===== src/rtl/irq_ctrl_pkg.sv =====
package irq_ctrl_pkg;
  typedef enum logic [1:0] {
    EXC_NONE = 2'b00,
    EXC_EXT  = 2'b01,
    EXC_TICK = 2'b10
  } exc_code_e;

  localparam logic WSEL_MASK = 1'b0;
  localparam logic WSEL_PEND = 1'b1;
endpackage


===== src/rtl/irq_pend_track.sv =====
module irq_pend_track #(
  parameter int N = 32
) (
  input  logic         clk,
  input  logic         rst_n,
  input  logic [N-1:0] lines,
  input  logic         clr_en,
  input  logic [N-1:0] clr_bits,
  output logic [N-1:0] pend
);
  logic [N-1:0] prev_q;
  logic [N-1:0] pend_q;

  for (genvar i = 0; i < N; i++) begin : g_bit
    logic rise, fall;
    assign rise = lines[i] & ~prev_q[i];
    assign fall = ~lines[i] & prev_q[i];

    always_ff @(posedge clk or negedge rst_n) begin
      if (!rst_n) begin
        prev_q[i] <= 1'b0;
        pend_q[i] <= 1'b0;
      end else begin
        prev_q[i] <= lines[i];
        if (rise)                       pend_q[i] <= 1'b1;
        else if (fall)                  pend_q[i] <= 1'b0;
        else if (clr_en && clr_bits[i]) pend_q[i] <= 1'b0;
      end
    end
  end

  assign pend = pend_q;
endmodule


===== src/rtl/irq_mask_reg.sv =====
module irq_mask_reg #(
  parameter int N = 32
) (
  input  logic         clk,
  input  logic         rst_n,
  input  logic         set_en,
  input  logic [N-1:0] set_bits,
  output logic [N-1:0] mask
);
  logic [N-1:0] mask_q;

  always_ff @(posedge clk or negedge rst_n) begin
    if (!rst_n)      mask_q <= '0;
    else if (set_en) mask_q <= mask_q | set_bits;
  end

  assign mask = mask_q;
endmodule


===== src/rtl/irq_exc_select.sv =====
module irq_exc_select
  import irq_ctrl_pkg::*;
(
  input  logic       clk,
  input  logic       rst_n,
  input  logic       any_pend,
  input  logic       tick_req,
  input  logic       ie_bit,
  input  logic       te_bit,
  output logic       hard_req,
  output logic       exc_valid,
  output logic [1:0] exc_code
);
  exc_code_e code_d, code_q;
  logic      req_q;

  always_comb begin
    code_d = EXC_NONE;
    if (any_pend && ie_bit)   code_d = EXC_EXT;
    if (tick_req && te_bit)   code_d = EXC_TICK;
  end

  always_ff @(posedge clk or negedge rst_n) begin
    if (!rst_n) begin
      req_q  <= 1'b0;
      code_q <= EXC_NONE;
    end else begin
      req_q  <= any_pend;
      code_q <= code_d;
    end
  end

  assign hard_req  = req_q;
  assign exc_code  = code_q;
  assign exc_valid = (code_q != EXC_NONE);
endmodule


===== src/rtl/irq_ctrl_top.sv =====
module irq_ctrl_top
  import irq_ctrl_pkg::*;
#(
  parameter int N = 32
) (
  input  logic         clk,
  input  logic         rst_n,
  input  logic [N-1:0] irq_lines,
  input  logic         wr_en,
  input  logic         wr_sel,
  input  logic [N-1:0] wr_data,
  input  logic         tick_req,
  input  logic         ie_bit,
  input  logic         te_bit,
  output logic [N-1:0] mask_rd,
  output logic [N-1:0] pend_rd,
  output logic         hard_req,
  output logic         exc_valid,
  output logic [1:0]   exc_code
);
  logic         mask_wr, pend_wr;
  logic [N-1:0] mask_w, pend_w;
  logic         any_pend;

  assign mask_wr = wr_en && (wr_sel == WSEL_MASK);
  assign pend_wr = wr_en && (wr_sel == WSEL_PEND);

  irq_mask_reg #(.N(N)) mask_i (
    .clk(clk), .rst_n(rst_n), .set_en(mask_wr), .set_bits(wr_data), .mask(mask_w)
  );

  irq_pend_track #(.N(N)) pend_i (
    .clk(clk), .rst_n(rst_n), .lines(irq_lines),
    .clr_en(pend_wr), .clr_bits(wr_data), .pend(pend_w)
  );

  assign any_pend = |(pend_w & mask_w);

  irq_exc_select sel_i (
    .clk(clk), .rst_n(rst_n), .any_pend(any_pend), .tick_req(tick_req),
    .ie_bit(ie_bit), .te_bit(te_bit),
    .hard_req(hard_req), .exc_valid(exc_valid), .exc_code(exc_code)
  );

  assign mask_rd = mask_w;
  assign pend_rd = pend_w;
endmodule


===== config.mk =====
export PLATFORM = sky130hd
export DESIGN_NAME = irq_ctrl_top
export DESIGN_NICKNAME = d
export VERILOG_FILES = /design/src/rtl/irq_ctrl_pkg.sv /design/src/rtl/irq_pend_track.sv /design/src/rtl/irq_mask_reg.sv /design/src/rtl/irq_exc_select.sv /design/src/rtl/irq_ctrl_top.sv
export SDC_FILE = /design/constraint.sdc
export NUM_CORES = 1
export LEC_CHECK = 0
export ABC_AREA = 1
export CORE_MARGIN = 8
export CORE_UTILIZATION = 46
export CTS_BUF_LIST = sky130_fd_sc_hd__clkbuf_4 sky130_fd_sc_hd__clkbuf_8 sky130_fd_sc_hd__clkbuf_16
export DETAILED_ROUTE_END_ITERATION = 6
export GPL_TIMING_DRIVEN = 0
export PLACE_DENSITY = 0.78
export SLEW_MARGIN = 25
export SYNTH_ARGS = -nofsm -noshare
export SYNTH_HDL_FRONTEND = slang
export SYNTH_HIERARCHICAL = 1
export SYNTH_SLANG_ARGS = --single-unit

===== constraint.sdc =====
create_clock -name clk -period 1.1 [get_ports clk]
set_input_delay 0.22 -clock clk [delete_from_list [all_inputs] [get_ports clk]]
set_output_delay 0.22 -clock clk [all_outputs]
set_load 0.01 [all_outputs]

==> results of run 1 <==
==> power groups by stage <==
stage	combinational [mW]	sequential [mW]	clock, mW
after floorplan	0.534	4.08	0
final	1.57	3.96	2.47
after global routing	1.74	3.98	2.66
after CTS	1.46	3.95	2.51
after global placement	1.37	4.03	0
after detailed placement	1.44	4.04	0
==> placed cells by master, fill, tap and decap left out, drive strengths merged <==
cell type / count
nand3: 32
inv: 67
dlymetal6s2s: 2
dlygate4sd3: 1
dlygate4sd2: 1
or2: 1
clkinv: 3
bufinv: 1
clkinvlp: 1
clkbuf: 14
clkdlybuf4s50: 67
nand2: 248
ha: 32
nor2: 12
dfrtp: 99
buf: 116
==> cells by family after synthesis <==
logic type / count (synthesis) / share of synthesized area
adder cells (fa/ha/maj): 32 / 0.0923
buffers and inverters: 73 / 0.0735
flip-flops: 99 / 0.571
AND/OR/NAND/NOR: 293 / 0.263
==> repair_timing <==
item | CTS | global route
gates resized for setup | 291 | 35
pin swaps | 6 | 6
endpoints found under the setup margin | 102 | 77
gates cloned | 0 | 3
hold endpoints to repair | 40 | 0
hold buffers | 1 | 0
buffers inserted | 30 | 12
==> worst register-to-register path, cell delays in order (launching register included) <==
cell	delay, ps
dfrtp_1	400
buf_4	150
nand2_1	60
nand2_1	70
nor2_2	90
nand2_1	60
nor2_2	110
nand2_1	90
nand2_1	70
nor2_1	40
==> final cells by class <==
| cell class | instances | share of cell area |
|---|---|---|
| Sequential cell | 99 | 0.387 |
| Multi-Input combinational cell | 325 | 0.244 |
| Timing Repair Buffer | 184 | 0.262 |
| Clock buffer | 11 | 0.0236 |
| Clock inverter | 5 | 0.00937 |
| Tap cell | 111 | 0.0217 |
| Inverter | 67 | 0.0400 |
| Buffer | 6 | 0.0123 |
==> stage by stage <==
stage	TNS (ps)	instances	hold slack (ps)
finish	-2120	808	262
global route	-4760	808	265
CTS	-2680	794	323
detailed placement	-26510	747	155
global placement	-406540	746	467
floorplan	0	497	-75.6
==> how the worst max path moves through the flow <==
| stage | from | end |
|---|---|---|
| 2_1_floorplan | pend_i/pend[18] | sel_i/exc_code[0] |
| 3_3_place_gp | rst_n | pend_i/pend[5] |
| 3_5_place_dp | wr_en | mask_i/mask[19] |
| 4_1_cts | sel_i/exc_code[1] | exc_valid |
| 5_1_grt | sel_i/exc_code[1] | exc_valid |
| 6_report | sel_i/exc_code[1] | exc_valid |
==> sequential cells by signal, summed over array words and instances (netlist names) <==
name and cells:
mask_i/mask 32, pend_i/prev_q 32, pend_i/pend 32, sel_i/exc_code 2
sel_i/hard_req 1
==> synth_stat cells <==
master / count / area, um2
inv_1: 67 / 251
dfrtp_1: 99 / 2480
nand2_1: 248 / 931
ha_1: 32 / 400
buf_6: 6 / 67.6
nand3_1: 32 / 160
nor2_1: 12 / 45.0
or2_1: 1 / 6.26
==> metal layers <==
metal	routed length, um	part of all wire	track usage
met1	5380	0.43	0.227
met2	6310	0.51	0.327
met3	695	0.056	0.0501
met4	91	0.0073	0.0417
met5	0	0	0
==> metrics.csv, run 1 <==
stage;metric;value;unit
die;I/O Pins;139;
placement;dpl ws;-440;ps
sta;setup ws final;-212;ps
yosys;Post-Synthesis Cells;497;
status;outcome;finished, violations left;
layout;Synth-to-Final Area Change;47.7;%
layout;register area;0.00248;mm2
critical_path;critical path startpoint category;flip-flop;
sta;Slew headroom;0.735;
sta;maximum clock rate;762;MHz
route;Detail Route Antenna Nets;0;
cts;Root Driver;clkbuf_8;
critical_path;CP required;880;ps
cts;H-tree Lvls;3;
layout;Final Core Density;0.697;
sta;final setup violation count;61;
power_and_ir_drop;switching portion of total power;0.272;
power_and_ir_drop;internal power;5.83;mW
placement;IO buf count;138;
yosys;FF+latch count, synth;99;
critical_path;R2R setup slack;-140;ps
power_and_ir_drop;Seq pwr share;0.495;
yosys;mean area per synthesized cell;8.73;um2
cts;TritonCTS buffer count;9;
cts;clk buf depth;2;
power_and_ir_drop;Power Density;1250;mW/mm2
sta;min Tclk post-route;1310;ps
grt;GRT overflow;0;
power_and_ir_drop;Gate power share;0.197;
sta;slew of the pin with the lowest slew margin;398;ps
critical_path;slowest cell on the critical path;dfrtp_1;
power_and_ir_drop;switching power;2.18;mW
cts;Clock Pin Slew Worst Setup and Hold Paths;100;ps
sta;RSZ-0062 raised after global routing;true;
die;FP Rows;35;
sta;Final Hold Fails;0;
placement;Final Wtd Congestion;0.756;
status;violated checks;setup timing;
critical_path;max incr delay on CP;380;ps
cts;# clock sinks;99;
yosys;Syn. warnings;6;
yosys;mapped cell area;0.00434;mm2
layout;layout cells sized above 1;0.208;
grt;largest net degree at the start of global routing;60;
critical_path;Reg2Reg Depth;9;
yosys;syn_nets;600;
power_and_ir_drop;Clk pwr share;0.308;
critical_path;Crit Path Max Fanout;2;
placement;area post-placement;0.00589;mm2
layout;n_diodes;0;
critical_path;CP Class;flip-flop to primary output;
layout;Multi-input gate area;0.00157;mm2
critical_path;r2r endpoint;sel_i/exc_code[0];
route;DR iter-0 viols;184;
yosys;Netlist cell types;8;
route;via count;3847;
layout;Fill cells;735;
critical_path;CP top delay family;flip-flops;
critical_path;R2R Path Start;mask_i/mask[6];
worst_hold_path;hold path startpoint;wr_sel;
yosys;register area share after synthesis;0.571;
critical_path;worst path cell trace;or2_1, buf_2;
critical_path;Worst EP arrival;1090;ps
route;routed vias/inst;4.76;
grt;GRT Overall Usage;0.188;
worst_hold_path;WHS Endpoint;mask_i/mask[30];
placement;DP HPWL;8880;um
route;DR pass1 iterations;6;
worst_hold_path;worst hold path cell count;4;
critical_path;CP Buf/Inv Count;1;
sta;Pins Over Slew Limit;0;
critical_path;critical path endpoint category;primary output;
die;chip width;113;um
critical_path;WP depth;2;
die;die area;0.0128;mm2
grt;number of global-route vias before repair;4082;
die;Die Span Y;113;um
worst_hold_path;worst hold-check path type;primary input to flip-flop;
power_and_ir_drop;worst vdd ir;775;uV
route;routed len/inst;15.5;um
sta;fin crit share;1.19;
flow_run;max_cap viols;0;
layout;Final #Nets;795;
sta;Worst Skew;8.61;ps
layout;fin area;0.00641;mm2
power_and_ir_drop;overall power;8.00;mW
cts;Worst-Skew Late Latency;350;ps
power_and_ir_drop;Lkg Pwr;3.53;nW
route;DRC viols;0;
die;Starting Density;0.472;
grt;first-pass GRT wire length;19500;um
grt;antenna violations before repair;0;
route;Routed WL;12500;um
die;Core Area;0.00920;mm2
cts;CTS tree;built;
(Power assumes the default switching activity.)
==> inputs of run 2 (changes only) <==
--- a/config.mk
+++ b/config.mk
@@ -6,8 +6,10 @@
 export NUM_CORES = 1
 export LEC_CHECK = 0
 export ABC_AREA = 1
+export CELL_PAD_IN_SITES_DETAIL_PLACEMENT = 0
+export CELL_PAD_IN_SITES_GLOBAL_PLACEMENT = 1
 export CORE_MARGIN = 8
-export CORE_UTILIZATION = 46
+export CORE_UTILIZATION = 34
 export CTS_BUF_LIST = sky130_fd_sc_hd__clkbuf_4 sky130_fd_sc_hd__clkbuf_8 sky130_fd_sc_hd__clkbuf_16
 export DETAILED_ROUTE_END_ITERATION = 6
 export GPL_TIMING_DRIVEN = 0
==> run 2 against run 1 <==
The flow still finishes with violations (setup timing); sequential power about the same; maximum frequency rose by 1.8%; final cell count increased by 6.6%; via count is 4.6% lower; clock power increased by 19%; first-iteration DRC count is 20% lower; die area increased by 30%; register-to-register slack better by 50 ps; highest routed layer unchanged; worst setup slack gained 23 ps; combinational power is 3% higher; critical path type unchanged; sequential share of layout area fell by 0.51 points.
==> metrics.csv, run 2 (synthesized netlist as in run 1, its figures left out) <==
stage;metric;value;unit
status;outcome;finished, violations left;
status;violated checks;setup timing;
die;I/O Pins;139;
die;Starting Density;0.347;
worst_hold_path;hold path startpoint;irq_lines[8];
layout;commonest non-fill, non-tap cell in the layout;nand2_1;
cts;clk buf depth;2;
worst_hold_path;WHS Endpoint;pend_i/prev_q[8];
sta;Worst Skew;7.24;ps
sta;Pins Over Slew Limit;0;
route;DR pass1 iterations;4;
layout;layout cells sized above 1;0.206;
sta;min Tclk post-route;1290;ps
critical_path;Reg2Reg Depth;9;
worst_hold_path;worst hold path cell count;1;
layout;Final Core Density;0.519;
sta;fin crit share;1.17;
die;Die Span Y;129;um
power_and_ir_drop;Lkg Pwr;3.50;nW
placement;area post-placement;0.00596;mm2
route;via count;3671;
layout;Post-Layout Cell Count;861;
critical_path;Worst EP arrival;1070;ps
grt;antenna violations before repair;0;
route;DRC viols;0;
critical_path;critical path startpoint category;flip-flop;
grt;GRT overflow;0;
route;routed vias/inst;4.26;
sta;Slew headroom;0.749;
placement;dpl ws;-501;ps
power_and_ir_drop;worst vdd ir;583;uV
sta;RSZ-0062 raised after global routing;true;
layout;fin area;0.00649;mm2
layout;most frequent cells in the layout;nand2_1, dfrtp_1, clkdlybuf4s50_1, inv_1, buf_6;
grt;first-pass GRT wire length;19400;um
die;die area;0.0166;mm2
cts;TritonCTS buffer count;9;
grt;number of global-route vias before repair;3786;
layout;n_diodes;0;
route;DR iter-0 viols;147;
critical_path;CP Class;flip-flop to primary output;
die;Core Area;0.0125;mm2
sta;setup ws final;-190;ps
cts;CTS tree;built;
sta;Final Hold Fails;0;
flow_run;max_cap viols;0;
critical_path;R2R setup slack;-90;ps
sta;final setup violation count;56;
layout;Final #Nets;788;
die;chip width;129;um
placement;IO buf count;138;
placement;DP HPWL;9000;um
grt;largest net degree at the start of global routing;53;
cts;Clock Pin Slew Worst Setup and Hold Paths;70;ps
worst_hold_path;worst hold-check path type;primary input to flip-flop;
route;Detail Route Antenna Nets;0;
critical_path;R2R Path Start;pend_i/pend[13];
sta;hold_ws;345;ps
critical_path;Crit Path Max Fanout;2;
critical_path;CP required;880;ps
sta;slew of the pin with the lowest slew margin;376;ps
critical_path;critical path endpoint category;primary output;
sta;total negative slack;-1610;ps
sta;maximum clock rate;775;MHz
cts;Worst-Skew Late Latency;350;ps
placement;Final Wtd Congestion;0.736;
critical_path;r2r endpoint;sel_i/exc_code[0];
cts;# clock sinks;99;
grt;GRT Overall Usage;0.151;
cts;Root Driver;clkbuf_16;
cts;H-tree Lvls;3;
route;routed len/inst;14.3;um
layout;Synth-to-Final Area Change;49.7;%
die;FP Rows;41;
power_and_ir_drop;Power Density;1310;mW/mm2
route;Routed WL;12300;um
placement;dpl cells;808;
power_and_ir_drop;overall power;8.51;mW
[run 2: cell types whose count changed in the layout (fill, tap and decap cells not counted), sizes merged]
cell           before  now
dlygate4sd2         1    2
dlymetal6s2s        2    0
clkdlybuf4s15       0    1
bufbuf              0    1
clkinv              3    4
buf               116  110
clkbuf             14   11
bufinv              1    0
[run 2: how the worst max path moves through the flow]
stage | slack (ps) | cells past startpoint | from | endpoint
6_report | -190 | 2 | sel_i/exc_code[0] | exc_valid
5_1_grt | -230 | 2 | sel_i/exc_code[0] | exc_valid
4_1_cts | -210 | 2 | sel_i/exc_code[0] | exc_valid
3_5_place_dp | -500 | 6 | wr_en | mask_i/mask[8]
3_3_place_gp | -4090 | 1 | rst_n | mask_i/mask[5]
2_1_floorplan | 90 | 8 | pend_i/pend[18] | sel_i/exc_code[0]
[run 2: area by class of cell]
| class | count | area [um2] |
|---|---|---|
| clock buffers | 10 | 233 |
| inverters | 67 | 254 |
| repair buffers | 177 | 1640 |
| clock inverters | 5 | 31.3 |
| multi-input cells | 325 | 1580 |
| flip-flops and latches | 99 | 2480 |
| plain buffers | 6 | 71.3 |
| well taps | 172 | 215 |
| fillers | 1213 | 6020 |
[run 2: layer usage]
metal,wire [um],global-route usage
met1,5460,0.185
met3,858,0.0480
met4,193,0.0567
met5,0,0
met2,5770,0.245
[run 2: where the power goes]
| part | switching [mW] | internal (mW) | total (mW) | leakage [nW] |
|---|---|---|---|---|
| clock | 1.39 | 1.54 | 2.93 | 0.132 |
| sequential | 0.136 | 3.84 | 3.97 | 1.10 |
| combinational | 0.753 | 0.856 | 1.61 | 2.27 |
[run 2: critical path: stages (launching register included)]
cell and delay (ps):
dfrtp_1 370, or2_1 210, buf_2 140
[run 2: timing repair]
| item | CTS | global route |
|---|---|---|
| resized for setup | 302 | 35 |
| pin swaps | 5 | 9 |
| cloned | 1 | 0 |
| endpoints found under the setup margin | 130 | 117 |
| hold buffers | 1 | 0 |
| buffers inserted | 19 | 17 |
| hold endpoints to repair | 47 | 0 |
